===== src/rtl/dsi_ctl_pkg.sv =====
package dsi_ctl_pkg;
  localparam int OP_W   = 3;
  localparam int TGT_W  = 5;
  localparam logic [OP_W-1:0]  OP_SET  = 3'd5;
  localparam logic [OP_W-1:0]  OP_CLR  = 3'd6;
  localparam logic [TGT_W-1:0] TGT_CTL = 5'd3;
  localparam int BIT_DSI_DIS = 15;
  localparam int BIT_HS_TX   = 7;
  localparam int BIT_CONT    = 5;
  localparam int BIT_EOT_DIS = 0;
  localparam int LANE_LO     = 1;
  localparam int LANE_W      = 2;
  typedef enum logic [1:0] {ACT_NONE, ACT_SET, ACT_CLR} act_e;
endpackage


===== src/rtl/dsi_cmd_stage.sv =====
module dsi_cmd_stage
  import dsi_ctl_pkg::*;
#(
  parameter int ADDR_W = 16,
  parameter int DATA_W = 16,
  parameter logic [ADDR_W-1:0] CMD_ADDR = 16'h0500
) (
  input  logic              clk,
  input  logic              rst_n,
  input  logic              bus_wr,
  input  logic [ADDR_W-1:0] bus_addr,
  input  logic [DATA_W-1:0] bus_wdata,
  output logic [DATA_W-1:0] stage_q,
  output act_e              act
);
  localparam logic [ADDR_W-1:0] CMD_HI = CMD_ADDR + ADDR_W'(2);
  localparam int OP_HI  = DATA_W - 1;
  localparam int TGT_HI = DATA_W - 1 - OP_W;

  logic [OP_W-1:0]  op;
  logic [TGT_W-1:0] tgt;

  assign op  = bus_wdata[OP_HI -: OP_W];
  assign tgt = bus_wdata[TGT_HI -: TGT_W];

  always_ff @(posedge clk) begin
    if (!rst_n) stage_q <= '0;
    else if (bus_wr && bus_addr == CMD_ADDR) stage_q <= bus_wdata;
  end

  always_comb begin
    act = ACT_NONE;
    if (bus_wr && bus_addr == CMD_HI && tgt == TGT_CTL) begin
      if (op == OP_SET)      act = ACT_SET;
      else if (op == OP_CLR) act = ACT_CLR;
    end
  end
endmodule


===== src/rtl/dsi_ctl_word.sv =====
module dsi_ctl_word
  import dsi_ctl_pkg::*;
#(
  parameter int DATA_W = 16,
  parameter logic [DATA_W-1:0] RST_VAL = 16'h8000
) (
  input  logic              clk,
  input  logic              rst_n,
  input  act_e              act,
  input  logic [DATA_W-1:0] mask,
  output logic [DATA_W-1:0] ctl_q
);
  for (genvar b = 0; b < DATA_W; b++) begin : g_bit
    always_ff @(posedge clk) begin
      if (!rst_n) ctl_q[b] <= RST_VAL[b];
      else if (mask[b]) begin
        if (act == ACT_SET)      ctl_q[b] <= 1'b1;
        else if (act == ACT_CLR) ctl_q[b] <= 1'b0;
      end
    end
  end
endmodule


===== src/rtl/dsi_rd_mux.sv =====
module dsi_rd_mux #(
  parameter int ADDR_W = 16,
  parameter int DATA_W = 16,
  parameter logic [ADDR_W-1:0] CTL_ADDR = 16'h040C
) (
  input  logic              clk,
  input  logic              rst_n,
  input  logic              bus_rd,
  input  logic [ADDR_W-1:0] bus_addr,
  input  logic [DATA_W-1:0] ctl_q,
  output logic [DATA_W-1:0] rd_data,
  output logic              rd_valid
);
  logic [DATA_W-1:0] sel;

  always_comb begin
    sel = '0;
    if (bus_addr == CTL_ADDR) sel = ctl_q;
  end

  always_ff @(posedge clk) begin
    if (!rst_n) begin
      rd_data  <= '0;
      rd_valid <= 1'b0;
    end else begin
      rd_valid <= bus_rd;
      if (bus_rd) rd_data <= sel;
    end
  end
endmodule


===== src/rtl/dsi_ctl_setclr.sv =====
module dsi_ctl_setclr
  import dsi_ctl_pkg::*;
#(
  parameter int ADDR_W = 16,
  parameter int DATA_W = 16,
  parameter logic [ADDR_W-1:0] CMD_ADDR = 16'h0500,
  parameter logic [ADDR_W-1:0] CTL_ADDR = 16'h040C,
  parameter logic [DATA_W-1:0] RST_VAL  = 16'h8000
) (
  input  logic              clk,
  input  logic              rst_n,
  input  logic              bus_wr,
  input  logic              bus_rd,
  input  logic [ADDR_W-1:0] bus_addr,
  input  logic [DATA_W-1:0] bus_wdata,
  output logic [DATA_W-1:0] rd_data,
  output logic              rd_valid,
  output logic              dsi_mode_en,
  output logic              hs_tx,
  output logic              cont_clk,
  output logic [LANE_W:0]   lane_cnt,
  output logic              eot_dis
);
  logic [DATA_W-1:0] stage_q;
  logic [DATA_W-1:0] ctl_q;
  act_e              act;

  dsi_cmd_stage #(.ADDR_W(ADDR_W), .DATA_W(DATA_W), .CMD_ADDR(CMD_ADDR)) u_stage (
    .clk(clk), .rst_n(rst_n), .bus_wr(bus_wr), .bus_addr(bus_addr),
    .bus_wdata(bus_wdata), .stage_q(stage_q), .act(act)
  );

  dsi_ctl_word #(.DATA_W(DATA_W), .RST_VAL(RST_VAL)) u_word (
    .clk(clk), .rst_n(rst_n), .act(act), .mask(stage_q), .ctl_q(ctl_q)
  );

  dsi_rd_mux #(.ADDR_W(ADDR_W), .DATA_W(DATA_W), .CTL_ADDR(CTL_ADDR)) u_rd (
    .clk(clk), .rst_n(rst_n), .bus_rd(bus_rd), .bus_addr(bus_addr),
    .ctl_q(ctl_q), .rd_data(rd_data), .rd_valid(rd_valid)
  );

  assign dsi_mode_en = ~ctl_q[BIT_DSI_DIS];
  assign hs_tx       = ctl_q[BIT_HS_TX];
  assign cont_clk    = ctl_q[BIT_CONT];
  assign eot_dis     = ctl_q[BIT_EOT_DIS];
  assign lane_cnt    = {1'b0, ctl_q[LANE_LO +: LANE_W]} + (LANE_W+1)'(1);
endmodule


===== config.mk =====
export PLATFORM = sky130hd
export DESIGN_NAME = dsi_ctl_setclr
export DESIGN_NICKNAME = d
export VERILOG_FILES = /design/src/rtl/dsi_ctl_pkg.sv /design/src/rtl/dsi_cmd_stage.sv /design/src/rtl/dsi_ctl_word.sv /design/src/rtl/dsi_rd_mux.sv /design/src/rtl/dsi_ctl_setclr.sv
export SDC_FILE = /design/constraint.sdc
export NUM_CORES = 1
export LEC_CHECK = 0
export BUFFER_PORTS_ARGS = -buffer_cell sky130_fd_sc_hd__buf_2
export CORE_MARGIN = 2
export CORE_UTILIZATION = 46
export DETAILED_ROUTE_END_ITERATION = 10
export PLACE_DENSITY_LB_ADDON = 0.05
export SYNTH_ARGS = -nofsm -noshare
export SYNTH_HDL_FRONTEND = slang
export SYNTH_HIERARCHICAL = 1
export SYNTH_SLANG_ARGS = --single-unit

===== constraint.sdc =====
create_clock -name clk -period 2.2 [get_ports clk]
set_input_delay 0.22 -clock clk [delete_from_list [all_inputs] [get_ports clk]]
set_output_delay 0.22 -clock clk [all_outputs]
set_load 0.02 [all_outputs]

# Yosys cells after proc, flatten, opt, wreduce, memory -nomap -nowiden
# Cells that the tools add are included.
dict set report totals {
  input_bits 36
  out_inout_bits 24
  reg_bits 49
  word_cells 55
}
dict set report op_classes {
  bitwise_logic 1
  eq_ne 8
  n_mux 6
  addsub 1
  reduce_logical 20
}
# cell n
set op_table {}
lappend op_table {{16-bit by 11-bit == test with 1-bit output, second input constant} 3}
lappend op_table {{2-bit AND reduction} 16}
lappend op_table {{16-bit two-way mux} 1}
lappend op_table {{3-bit == test, second input constant} 2}
lappend op_table {{2-bit two-way mux} 3}
lappend op_table {{5-bit by 2-bit == test with 1-bit output, second input constant} 1}
lappend op_table {{2-bit by 1-bit adder with 3-bit output, second input constant} 1}
lappend op_table {{1-bit logical AND} 3}
lappend op_table {{2-bit by 1-bit == test with 1-bit output, second input constant} 1}
lappend op_table {{2-bit == test, second input constant} 1}
lappend op_table {{1-bit two-way mux} 2}
lappend op_table {{2-bit nonzero test} 1}
lappend op_table {{1-bit NOT} 1}

# Logic depth before layout (Yosys ltp)
dict set report logic_depth {
  ltp_word 7
  mapped_depth 9
  ltp_nobuf 8
}

# Modules after synthesis
# The synthesis kept the hierarchy.
# module seq_area_each_um2 cells_each area_each_um2 n_inst
set modules_own_cells {}
lappend modules_own_cells {dsi_ctl_word 320.3 72 775.7 1}
lappend modules_own_cells {dsi_cmd_stage 320.3 80 732.0 1}
lappend modules_own_cells {dsi_rd_mux 340.3 47 610.6 1}
lappend modules_own_cells {dsi_ctl_setclr 0.0 3 20.0 1}

# Worst setup path after synthesis
# OpenSTA, ideal clock, no wires.
dict set report synth_timing {
  path_type {input to register}
  startpoint {input bus_addr[13]}
  endpoint {register u_word.ctl_q[10]}
  n_path_buf 1
  setup_slack_ns -0.001
  required_ns 2.082
  path_stages 9
  t_arrival_ns 2.083
  setup_ns 0.118
  cell_sequence {nor4_2 > nand4_1 > or4_4 > nor3b_2 > inv_1 > ha_1 > buf_6 > nand2b_4 > mux2i_1}
}
dict set report synth_via {
  elab_chain_cells 7
  word_cells_on_any_way 9
  cone_classes {eq/ne (3); mux (2); reduce/logical (4)}
}
# element line
set synth_rtl {}
lappend synth_rtl {{start: declaration} dsi_ctl_setclr.sv:14} ;# input logic [ADDR_W-1:0] bus_addr,
lappend synth_rtl {{16-bit by 11-bit == test with 1-bit output (*)} dsi_cmd_stage.sv:33} ;# if (bus_wr && bus_addr == CMD_HI && tgt == TGT_CTL) begin
lappend synth_rtl {{1-bit logical AND (*) (2 in a row)} dsi_cmd_stage.sv:33}
lappend synth_rtl {{2-bit two-way mux (*)} dsi_cmd_stage.sv:33}
lappend synth_rtl {{via act[1]} dsi_ctl_setclr.sv:26} ;# act_e act;
lappend synth_rtl {{2-bit == test or 2-bit by 1-bit == test with 1-bit output (tied branches)} {dsi_ctl_word.sv:18, dsi_ctl_word.sv:17}}
lappend synth_rtl {{2-bit nonzero test (no line)} -}
lappend synth_rtl {{2-bit AND reduction (no line)} -}
lappend synth_rtl {{end signal: indexed assignment} dsi_ctl_word.sv:15} ;# if (!rst_n) ctl_q[b] <= RST_VAL[b];
lappend synth_rtl {{end: declaration} dsi_ctl_word.sv:11} ;# output logic [DATA_W-1:0] ctl_q
# The timed path passes the listed nets; every way through them passes the cells marked *.
# A chain may end at the register's enable or synchronous reset.

# Worst setup path after layout
dict set report layout_timing {
  startpoint {input bus_addr[0]}
  endpoint {register u_word.ctl_q[12]}
}
# The elaborated chain is that of the path after synthesis.

==> flow_summary.json <==
{
  "synthesis.nets": 240,
  "insertion_delay_ps": 290,
  "synthTopCellsByArea": "sky130_fd_sc_hd__dfxtp_1, sky130_fd_sc_hd__mux2i_1, sky130_fd_sc_hd__nand2_1, sky130_fd_sc_hd__a32o_1, sky130_fd_sc_hd__nand2b_4",
  "grt_start_max_net_pins": 47,
  "route.vias.total": 1602,
  "path_delay_family": "simple AND/OR/NAND/NOR gates",
  "holdCritPathClass": "input port to flop",
  "pwr_density_cell_mw_per_mm2": 631,
  "globalplace.congestion": 0.718,
  "post_drt_wl_per_cell_um": 12.9,
  "ys.warnings.count": 6,
  "cellInternalPower_mw": 1.29,
  "drt_wl_total_um": 4030,
  "setup_repair_after_global_routing_missed_its_margin": "false",
  "fmax_ghz": 0.498,
  "max-clock-path-buffers": 2,
  "report.final.hold_viol_count": 0,
  "postSynthRegisterBits": 49,
  "synthTopCellsByCount": "sky130_fd_sc_hd__dfxtp_1, sky130_fd_sc_hd__nand2_1, sky130_fd_sc_hd__mux2i_1",
  "number_of_global_route_vias_before_repair": 1432,
  "core-area_mm2": 0.00441,
  "ys_seq_area_frac": 0.459,
  "avgSynthCellArea_um2": 10.6,
  "critical_path_peak_fanout": 17,
  "period_share": 0.913,
  "drtPass1Iterations": 4,
  "global_route.usage.total": 0.167,
  "endpoint_kind_of_the_worst_setup_timing_path": "flop",
  "clock_power_share": 0.400,
  "cts_resized": 0,
  "timing.critical_path.slowest_cell_delay_ps": 550,
  "post-synth-top-count-cell": "sky130_fd_sc_hd__dfxtp_1",
  "synth_top_area_share": 0.459,
  "tritoncts.num_buffers": 5,
  "switching_share": 0.198,
  "comb_power_share": 0.049,
  "worst_clock_skew_ps": 5.32,
  "wire_length_of_the_first_global_routing_pass_um": 6770,
  "layout.filler_cells": 428,
  "crit_chain": "buf_2 -> nor4_2 -> nand4_1 -> or4_4 -> nor3b_2 -> inv_1 -> ha_4 -> nand2b_2 -> mux2i_1",
  "overall_die_area_mm2": 0.00521,
  "design.portCount": 60,
  "detailedPlacementHpwl_um": 2980,
  "final.min_clock_period_ps": 2010,
  "die-width_um": 72.2,
  "postSynth.asyncResetShare": 0,
  "area.sequential_um2": 981,
  "multi_input_area_mm2": 0.00104,
  "die_height_um": 72.2,
  "worst-r2r-cell-count": 2,
  "synth_edf_count": 0,
  "worst_pin_slew_ps": 1260,
  "worstPathRequired_ps": 2430,
  "initialDrtViolationCount": 51,
  "ant_nets": 0,
  "share_of_layout_cells_above_drive_strength_1": 0.346,
  "finalPower_mw": 1.61,
  "postCtsSetupBuffers": 0,
  "criticalPathCategory": "input port to flop",
  "clock-root-buffer": "sky130_fd_sc_hd__clkbuf_8",
  "yosys.area.top_type": "sky130_fd_sc_hd__dfxtp_1",
  "start_kind": "input port",
  "cts_hold_buf": 0,
  "grt_antenna_before_repair": 0,
  "critical_path_depth": 9,
  "clkSlewWorstSetupHoldPaths_ps": 80,
  "tritoncts": "done",
  "maxSlewViolCount": 0,
  "worstHoldPathCells": 3,
  "cp_data_arrival_time_ps": 2240,
  "final.setup.tns_ps": 0,
  "routed_via_density": 5.13,
  "worst_slew_margin_rel": 0.158,
  "dominantRegCellSynth": "sky130_fd_sc_hd__dfxtp_1",
  "overflow": 0,
  "core.rowCount": 24,
  "synth_area_mm2": 0.00214,
  "setup_viol_count_final": 0,
  "diodes": 0,
  "p_leak_nw": 1.19,
  "outcome": "finished clean",
  "post-route-drc-count": 0,
  "cts.htree.levels": 2,
  "total_switching_power_mw": 0.318,
  "netlist_instances": 202,
  "clock-sinks": 49,
  "syn_to_layout_area_delta_pct": 19.3,
  "buffer_ports.inserted": 59,
  "finish.net_count": 297,
  "share_seq_of_total_power": 0.551,
  "initial_core_util": 0.484,
  "timing.max_cap.violations": 0,
  "crit_slowest_cell": "sky130_fd_sc_hd__or4_4",
  "critical_path.n_buffers_inverters": 2,
  "worst_ir_drop_vdd_mv": 0.363,
  "synth.lib_cells_used.distinct": 31
}
==> metrics by stage <==
stage	setup slack [ps]	utilization	cells	hold WS (ps)	area (µm²)
5_1_grt	5.66	0.578	312	156	2550
3_3_place_gp	-124	0.551	304	442	2430
6_report	192	0.578	312	159	2550
2_1_floorplan	65.7	-	202	356	2150
3_5_place_dp	-143	0.551	304	449	2430
4_1_cts	182	0.578	312	152	2550
==> routing by layer <==
layer / vias to the layer above / GRT usage / wire length, µm
met5: - / 0 / 0
met4: 0 / 0.0440 / 38
met3: 5 / 0.0472 / 245
met2: 52 / 0.230 / 1560
met1: 723 / 0.254 / 2190
li1: 822 / - / -
==> sequential cells by signal, indices dropped and copies added (netlist names) <==
signal and flops:
u_rd/rd_valid 1, u_word/ctl_q 16, u_rd/rd_data 16, u_stage/stage_q 16
==> layout by cell type, fill, tap and decap left out <==
| master | count |
|---|---|
| sky130_fd_sc_hd__nand3b_1 | 1 |
| sky130_fd_sc_hd__buf_4 | 5 |
| sky130_fd_sc_hd__ha_1 | 1 |
| sky130_fd_sc_hd__nor2b_1 | 3 |
| sky130_fd_sc_hd__clkbuf_8 | 6 |
| sky130_fd_sc_hd__inv_1 | 4 |
| sky130_fd_sc_hd__and2_1 | 1 |
| sky130_fd_sc_hd__ha_4 | 1 |
| sky130_fd_sc_hd__nor2_1 | 2 |
| sky130_fd_sc_hd__nand2b_4 | 8 |
| sky130_fd_sc_hd__nor4bb_1 | 1 |
| sky130_fd_sc_hd__nor2_2 | 1 |
| sky130_fd_sc_hd__nand2b_1 | 4 |
| sky130_fd_sc_hd__or4_4 | 1 |
| sky130_fd_sc_hd__nor4_1 | 2 |
| sky130_fd_sc_hd__nand2b_2 | 2 |
| sky130_fd_sc_hd__clkbuf_1 | 1 |
| sky130_fd_sc_hd__and4b_1 | 2 |
| sky130_fd_sc_hd__dfxtp_1 | 49 |
| sky130_fd_sc_hd__nor3b_2 | 2 |
| sky130_fd_sc_hd__buf_2 | 59 |
| sky130_fd_sc_hd__nand3_1 | 1 |
| sky130_fd_sc_hd__nand2_4 | 1 |
| sky130_fd_sc_hd__nand4_1 | 1 |
| sky130_fd_sc_hd__bufinv_16 | 1 |
| sky130_fd_sc_hd__nand2_1 | 48 |
| sky130_fd_sc_hd__and3_1 | 1 |
| sky130_fd_sc_hd__o211ai_1 | 1 |
| sky130_fd_sc_hd__a32o_1 | 16 |
| sky130_fd_sc_hd__nor4_2 | 3 |
| sky130_fd_sc_hd__mux2i_1 | 31 |
==> worst paths after layout <==
| path | startpoint | end | slack [ps] |
|---|---|---|---|
| worst max register to register | u_stage/stage_q[3] | u_word/ctl_q[3] | 1410 |
| worst min-delay path | bus_wdata[5] | u_stage/stage_q[5] | 160 |
| worst max-delay path | bus_addr[0] | u_word/ctl_q[12] | 190 |
| worst min register to register | u_rd/rd_data[2] | u_rd/rd_data[2] | 460 |
==> power groups by stage <==
stage	clock (mW)	sequential (mW)	combinational [mW]
finish	0.644	0.887	0.0787
global route	0.705	0.887	0.0878
CTS	0.665	0.887	0.0799
detailed placement	0	0.908	0.0798
global placement	0	0.908	0.0803
floorplan	0	0.909	0.0315
==> tightest hold or removal path, cell delays in order <==
cell and delay [ps]:
sky130_fd_sc_hd__buf_2 90, sky130_fd_sc_hd__nand2_1 40, sky130_fd_sc_hd__mux2i_1 50
==> final cells by class <==
cell class	instances	area share
Sequential cell	49	0.385
Multi-Input combinational cell	135	0.408
Timing Repair Buffer	64	0.131
Clock buffer	7	0.0339
Inverter	4	0.00589
Tap cell	52	0.0255
Clock inverter	1	0.0118
==> cell families after synthesis <==
kind of cell             Yosys count  synth area share
AO/OA/AOI/OAI                     17            0.0784
adder cells (fa/ha/maj)            2            0.0117
buffers and inverters             18            0.0608
flip-flops                        49             0.459
multiplexers                      31             0.145
AND/OR/NAND/NOR                   85             0.245
Note: power is estimated with default switching activity, not from simulation.
